**src/rtl/addsub_pkg.sv**
```systemverilog
package addsub_pkg;

    typedef enum logic {
        CARRY_NO_BORROW = 1'b0,
        CARRY_BORROW    = 1'b1
    } carry_mode_e;

    typedef enum logic {
        OP_ADD = 1'b0,
        OP_SUB = 1'b1
    } addsub_op_e;

endpackage

```
**src/rtl/addsub_operand_prep.sv**
```systemverilog
module addsub_operand_prep
    import addsub_pkg::*;
#(
    parameter int          WIDTH      = 8,
    parameter carry_mode_e CARRY_MODE = CARRY_NO_BORROW
) (
    input  addsub_op_e       op_i,
    input  logic [WIDTH-1:0] opnd_i,
    input  logic             carry_i,
    output logic [WIDTH-1:0] b_o,
    output logic             cin_o
);

    logic flip_carry;

    generate
        if (CARRY_MODE == CARRY_BORROW) begin : g_borrow
            assign flip_carry = (op_i == OP_SUB);
        end else begin : g_noborrow
            assign flip_carry = 1'b0;
        end
    endgenerate

    always_comb begin
        b_o   = (op_i == OP_SUB) ? ~opnd_i : opnd_i;
        cin_o = carry_i ^ flip_carry;
    end

endmodule

```
**src/rtl/addsub_ripple.sv**
```systemverilog
module addsub_ripple #(
    parameter int WIDTH = 8
) (
    input  logic [WIDTH-1:0] a_i,
    input  logic [WIDTH-1:0] b_i,
    input  logic             cin_i,
    output logic [WIDTH-1:0] sum_o,
    output logic             cout_o
);

    logic [WIDTH:0] chain;

    assign chain[0] = cin_i;

    genvar i;
    generate
        for (i = 0; i < WIDTH; i++) begin : g_bit
            assign sum_o[i]   = a_i[i] ^ b_i[i] ^ chain[i];
            assign chain[i+1] = (a_i[i] & b_i[i]) | (chain[i] & (a_i[i] ^ b_i[i]));
        end
    endgenerate

    assign cout_o = chain[WIDTH];

endmodule

```
**src/rtl/addsub_flags.sv**
```systemverilog
module addsub_flags #(
    parameter int WIDTH = 8
) (
    input  logic [WIDTH-1:0] a_i,
    input  logic [WIDTH-1:0] b_i,
    input  logic [WIDTH-1:0] sum_i,
    output logic             zero_o,
    output logic             neg_o,
    output logic             ovf_o
);

    localparam int MSB = WIDTH - 1;

    always_comb begin
        zero_o = (sum_i == '0);
        neg_o  = sum_i[MSB];
        ovf_o  = (a_i[MSB] == b_i[MSB]) && (sum_i[MSB] != a_i[MSB]);
    end

endmodule

```
**src/rtl/addsub_unit.sv**
```systemverilog
module addsub_unit
    import addsub_pkg::*;
#(
    parameter int          WIDTH      = 8,
    parameter carry_mode_e CARRY_MODE = CARRY_NO_BORROW
) (
    input  logic             clk_i,
    input  logic             rst_ni,
    input  logic             valid_i,
    input  logic             op_sub_i,
    input  logic [WIDTH-1:0] acc_i,
    input  logic [WIDTH-1:0] opnd_i,
    input  logic             carry_i,
    output logic [WIDTH-1:0] result_o,
    output logic             carry_o,
    output logic             zero_o,
    output logic             neg_o,
    output logic             ovf_o
);

    localparam int  MSB       = WIDTH - 1;
    localparam logic INV_MODE = (CARRY_MODE == CARRY_BORROW);

    typedef struct packed {
        logic [WIDTH-1:0] res;
        logic             c;
        logic             z;
        logic             n;
        logic             v;
    } alu_state_t;

    alu_state_t state_d, state_q;

    addsub_op_e       op;
    logic [WIDTH-1:0] b_in;
    logic             cin;
    logic [WIDTH-1:0] sum;
    logic             cout;
    logic             z_f, n_f, v_f;

    assign op = addsub_op_e'(op_sub_i);

    addsub_operand_prep #(.WIDTH(WIDTH), .CARRY_MODE(CARRY_MODE)) u_prep (
        .op_i   (op),
        .opnd_i (opnd_i),
        .carry_i(carry_i),
        .b_o    (b_in),
        .cin_o  (cin)
    );

    addsub_ripple #(.WIDTH(WIDTH)) u_adder (
        .a_i   (acc_i),
        .b_i   (b_in),
        .cin_i (cin),
        .sum_o (sum),
        .cout_o(cout)
    );

    addsub_flags #(.WIDTH(WIDTH)) u_flags (
        .a_i   (acc_i),
        .b_i   (b_in),
        .sum_i (sum),
        .zero_o(z_f),
        .neg_o (n_f),
        .ovf_o (v_f)
    );

    always_comb begin
        state_d = state_q;
        if (valid_i) begin
            state_d.res = sum;
            state_d.c   = (INV_MODE && (op == OP_SUB)) ? ~cout : cout;
            state_d.z   = z_f;
            state_d.n   = n_f;
            state_d.v   = v_f;
        end
    end

    always_ff @(posedge clk_i) begin
        if (!rst_ni) begin
            state_q <= '0;
        end else begin
            state_q <= state_d;
        end
    end

    assign result_o = state_q.res;
    assign carry_o  = state_q.c;
    assign zero_o   = state_q.z;
    assign neg_o    = state_q.n;
    assign ovf_o    = state_q.v;

    // Borrow amount seen by a subtract, per mode, computed independently of the adder
    logic brw_in;
    assign brw_in = INV_MODE ? carry_i : ~carry_i;

    assert_add_R2: assert property (@(posedge clk_i) disable iff (!rst_ni)
        (valid_i && !op_sub_i) |=> {carry_o, result_o} ==
            $past({1'b0, acc_i} + {1'b0, opnd_i} + {{WIDTH{1'b0}}, carry_i}));

    // difference value in either mode
    assert_sub_R3_R4_val: assert property (@(posedge clk_i) disable iff (!rst_ni)
        (valid_i && op_sub_i) |=> result_o ==
            $past(acc_i - opnd_i - {{(WIDTH-1){1'b0}}, brw_in}));

    assert_zero_R5: assert property (@(posedge clk_i) disable iff (!rst_ni)
        valid_i |=> zero_o == (result_o == '0));

    assert_neg_R6: assert property (@(posedge clk_i) disable iff (!rst_ni)
        valid_i |=> neg_o == result_o[MSB]);

    assert_ovf_sign_R7: assert property (@(posedge clk_i) disable iff (!rst_ni)
        (valid_i && !op_sub_i && (acc_i[MSB] != opnd_i[MSB])) |=> !ovf_o);

    assert_hold_R8: assert property (@(posedge clk_i) disable iff (!rst_ni)
        !valid_i |=> $stable(result_o) && $stable(carry_o) && $stable(zero_o)
                     && $stable(neg_o) && $stable(ovf_o));

endmodule

```
**config.mk**
```make
export PLATFORM = sky130hd
export DESIGN_NAME = addsub_unit
export DESIGN_NICKNAME = d
export VERILOG_FILES = /design/src/rtl/addsub_pkg.sv /design/src/rtl/addsub_operand_prep.sv /design/src/rtl/addsub_ripple.sv /design/src/rtl/addsub_flags.sv /design/src/rtl/addsub_unit.sv
export SDC_FILE = /design/constraint.sdc
export NUM_CORES = 1
export LEC_CHECK = 0
export ABC_AREA = 1
export BUFFER_PORTS_ARGS = -buffer_cell sky130_fd_sc_hd__buf_2
export CAP_MARGIN = 40
export CELL_PAD_IN_SITES_DETAIL_PLACEMENT = 1
export CELL_PAD_IN_SITES_GLOBAL_PLACEMENT = 2
export CORE_ASPECT_RATIO = 0.8
export CORE_MARGIN = 2
export CORE_UTILIZATION = 26
export CTS_BUF_LIST = sky130_fd_sc_hd__clkbuf_8 sky130_fd_sc_hd__clkbuf_16
export DETAILED_ROUTE_END_ITERATION = 12
export MAX_ROUTING_LAYER = met4
export PLACE_DENSITY = 0.88
export SKIP_LAST_GASP = 1
export SLEW_MARGIN = 20
export SYNTH_ARGS = -nofsm -noshare
export SYNTH_HDL_FRONTEND = slang
export SYNTH_SLANG_ARGS = --single-unit
```
**constraint.sdc**
```tcl
create_clock -name clk_i -period 7.6 [get_ports clk_i]
set_input_delay 0.38 -clock clk_i [delete_from_list [all_inputs] [get_ports clk_i]]
set_output_delay 0.38 -clock clk_i [all_outputs]
set_load 0.05 [all_outputs]
```
# After elaboration in Yosys (flattened, before gate mapping)
# Cells that the tools add are included.
# totals
ff_bits	12
output_inout_bits	12
elab_cells	51
inputBits	21
# classes
bitwise_logic	41
eq_ne	2
mux	1
n_reduce_logical	2
# ops
op	n
$and 1x1->1	16
$xor 1x1->1	16
$logic_not 8->1	1
$mux 8	1
$not 8->8	1
$or 1x1->1	8
$eq 1x1->1	1
$logic_and 1x1->1	1
$ne 1x1->1	1

# Logic depth before layout (Yosys ltp)
# logic_depth
word_depth	20
depth_mapped	19
depth_no_buf	18

# By module
# A second synthesis with hierarchy kept.
# unflattened
hier_cells	146
hier_area_um2	904.6
# by_module_without_submodules
module	area_each_um2	cells_per_inst	seq_area_each_um2	instances
addsub_unit	493.0	75	240.2	1
addsub_ripple	197.7	18	0.0	1
addsub_operand_prep	142.6	35	0.0	1
addsub_flags	71.3	18	0.0	1

# Least setup slack after synthesis
# OpenSTA, ideal clock, no wires.
# synth_path
kind	input port to flip-flop
from	input op_sub_i
to	register state_q, in the netlist ovf_o
required_ns	7.482
arrival_ns	3.902
stages	17
setup_ns	0.118
slack_ns	3.580
path_cell_list	buf_4 -> xor2_1 -> fa_1 -> inv_1 -> fa_1 -> fa_1 -> fa_1 -> inv_1 -> fa_1 -> inv_1 -> fa_1 -> fa_1 -> inv_1 -> fa_1 -> or2_2 -> nand2_1 -> a21oi_1
# synth_via
elab_chain_cells	19
# synth_lines
element	line	rtl
start, declared	addsub_unit.sv:10	input logic op_sub_i,
$mux 8 *	addsub_operand_prep.sv:25	b_o = (op_i == OP_SUB) ? ~opnd_i : opnd_i;
$xor 1x1->1	addsub_ripple.sv:19	assign chain[i+1] = (a_i[i] & b_i[i]) | (chain[i] & (a_i[i] ^ b_i[i]));
$and 1x1->1	addsub_ripple.sv:19	
$or 1x1->1	addsub_ripple.sv:19	
$and 1x1->1	addsub_ripple.sv:19	
$or 1x1->1	addsub_ripple.sv:19	
$and 1x1->1	addsub_ripple.sv:19	
$or 1x1->1	addsub_ripple.sv:19	
[4 not listed]	--	
$and 1x1->1	addsub_ripple.sv:19	
$or 1x1->1	addsub_ripple.sv:19	
$and 1x1->1	addsub_ripple.sv:19	
$or 1x1->1	addsub_ripple.sv:19	
$xor 1x1->1 *	addsub_ripple.sv:18	assign sum_o[i] = a_i[i] ^ b_i[i] ^ chain[i];
net n_f	addsub_unit.sv:39	logic z_f, n_f, v_f;
$ne 1x1->1 *	addsub_flags.sv:17	ovf_o = (a_i[MSB] == b_i[MSB]) && (sum_i[MSB] != a_i[MSB]);
$logic_and 1x1->1 *	addsub_flags.sv:17	
end signal, assigned	addsub_unit.sv:83	state_q <= state_d;
end, declared	addsub_unit.sv:32	alu_state_t state_d, state_q;
# Mark *: on every way through the listed nets, which the timed path passes. The rest lies on a longest branch.
# A chain may end at the register's enable or synchronous reset.

# Final worst setup path
# Same ends and word-level chain as after synthesis.

==> impl_metrics.tcl <==
set metrics [dict create \
    status "completed" \
    remaining_drc_errors 0 \
    mostFrequentLayoutCells "buf_2 (32), inv_1 (15), a21oi_1 (11), dfxtp_1 (11), o21ai_1 (9)" \
    holdBufCountCts 0 \
    max_stage_delay_ns 0.44 \
    r2r_slack_ns 6.95 \
    synth_area_um2 708 \
    hold_viol_final 0 \
    yosysWarningCount 0 \
    yosysSeqAreaShare 0.311 \
    slowest_stage "fa_1" \
    syn-num-nets 110 \
    hp-start "rst_ni" \
    grtUsageTotal 0.119 \
    drtIter0Drc 7 \
    fmax_ghz 0.251 \
    cts-root-buf "clkbuf_8" \
    layout-drive-gt1-share 0.324 \
    grt_max_degree 22 \
    final_common_cell "buf_2" \
    setup_tns_ns 0 \
    ctsResizeCount 0 \
    cp-end-kind "register" \
    synth.area.top_cells "dfxtp_1 (31%), fa_1 (23%), a21oi_1 (7.8%)" \
    hpwl_um 1360 \
    vias 609 \
    wl_per_cell_um 10.9 \
    worstSkewPairLatency_ns 0.24 \
    r2r-start "result_o[4]" \
    vias_per_cell 4.14 \
    crit_type "input port to register" \
    gp_congestion 0.674 \
    cap_violations 0 \
    cp_num_buf_inv 5 \
    r2r_end "result_o[4]" \
    gr-total-overflow 0 \
    die_h_um 50.7 \
    clk_pin_slew_ns 0.05 \
    final_max_slew_viol_count 0 \
    syn_to_final_growth_pct 29.9 \
    crit_top_cell "fa_1" \
    die_area_um2 3160 \
    worst_clock_skew_ns 0 \
    cp_cell_sequence "buf_2 -> xor2_1 -> fa_1 -> inv_1 -> fa_1 -> fa_1 -> fa_1 -> inv_1 -> fa_1 -> inv_1 -> fa_1 -> fa_1 -> inv_1 -> fa_1 -> or2_2 -> nand2_1 -> a21oi_1" \
    min_path_type "input port to register" \
    hold_depth 3 \
    clock-sinks 11 \
    setup_viol_count_final 0 \
    nNetsFinal 142 \
    clk_path_buf_depth 2 \
    grt_pass1_vias 675 \
    cts_inserted_buffers 3 \
    synth_top_cell_area_share 0.311 \
    crit_path_max_fanout 8 \
    setup_ws_ns 3.61 \
    start_util 0.281 \
    fp.coreArea_um2 2520 \
    die_w_um 62.4 \
    dr.pass1.iters 4 \
    rsz0062_at_grt "no" \
    power_mw 0.201 \
    start_kind "input port" \
    period_minus_slack_ns 3.99 \
    critPathTopFamily "adder cells" \
    crit_arrival_ns 4.11 \
    cts_setup_buffers 0 \
    drt_wl_total_um 1600 \
    post-route-period-util 0.525 \
    ir_drop_uv 49.6 \
    max-slew-margin-rel 0.770 \
    port_buffers 32 \
    dp_slack_ns 3.32 \
    postRouteAntennaNets 0 \
    synth_cells 80 \
    hold_slack_ns 0.461 \
    htree_levels 1 \
    powerDensity_nw_per_um2 218 \
    syn_area_per_cell_um2 8.85 \
    min_to "zero_o" \
    grt_pass1_wl_um 2800 \
    cp.required_ns 7.72 \
    rows 16 \
    io_pins 33 \
    antenna_found_initial 0 \
    n_antenna_cell 0 \
    ys_ff_latch 11 \
    yosysTopAreaCell "dfxtp_1" \
    fillCellCount 332 \
    p_leak_nw 0.469 \
    tightestPinTransition_ns 0.344 \
    ys_types 16 \
    cts_tree "done" \
    r2r_cells 2 \
]
==> routing by layer <==
layer | vias to the layer above | track usage | wire, µm | part of all wire
met3 | 3 | 0.0224 | 79 | 0.049
met2 | 19 | 0.221 | 833 | 0.52
met5 | - | - | 0 | 0
met4 | 0 | 0.0667 | 25 | 0.016
met1 | 281 | 0.120 | 657 | 0.41
li1 | 306 | - | - | -
==> synth_stat cells <==
cell,count
buf_4,3
nand3_1,1
o21ai_0,1
dfxtp_1,11
buf_2,1
a21oi_1,11
ha_1,1
or2_2,1
fa_1,8
xor2_1,3
inv_1,14
o21ai_1,9
xnor2_1,5
buf_6,1
nor2_1,4
nand2_1,6
==> layout make-up <==
type                            count  area (µm²)  share of cell area
Multi-Input combinational cell     50         397               0.431
Clock buffer                        3        41.3              0.0449
Tap cell                           36        45.0              0.0490
Clock inverter                      1        3.75             0.00408
Inverter                           14        52.6              0.0571
Timing Repair Buffer               32         160               0.174
Sequential cell                    11         220               0.239
==> metrics by stage <==
stage               instances   util  instance area (µm²)
detailed placement        143  0.347                  875
global placement          143  0.347                  875
finish                    147  0.365                  920
global route              147  0.365                  920
CTS                       147  0.365                  920
floorplan                  80      -                  708
==> cells by family after synthesis <==
group,synth area share
buf+inv,0.129
flops,0.311
compound gates,0.148
fa+ha+maj,0.244
xor+xnor,0.0989
simple gates,0.0689
==> worst register-to-register path, stage by stage, from the launching register on <==
cell and delay [ns]:
dfxtp_1 0.31, o21ai_0 0.16, a21oi_1 0.06
==> worst max path at each step <==
stage               startpoint     end  cells after the start
finish                op_sub_i   ovf_o                     17
global route          op_sub_i  zero_o                     19
CTS                   op_sub_i   ovf_o                     17
detailed placement    op_sub_i   ovf_o                     17
global placement      op_sub_i   ovf_o                     17
floorplan             op_sub_i   ovf_o                     17
==> where the power goes <==
group,leakage (nW),total (mW),switching [mW],internal [mW]
Clock,0.0269,0.0574,0.0220,0.0355
Sequential,0.0912,0.0669,0.00314,0.0638
Combinational,0.351,0.0765,0.0510,0.0255
Total,0.469,0.201,0.0761,0.125
==> flip-flops by register name (all words and copies together), names as in the netlist <==
signal	flops
ovf_o	1
carry_o	1
result_o	8
zero_o	1
No activity file was read; power rests on OpenSTA's default activity.
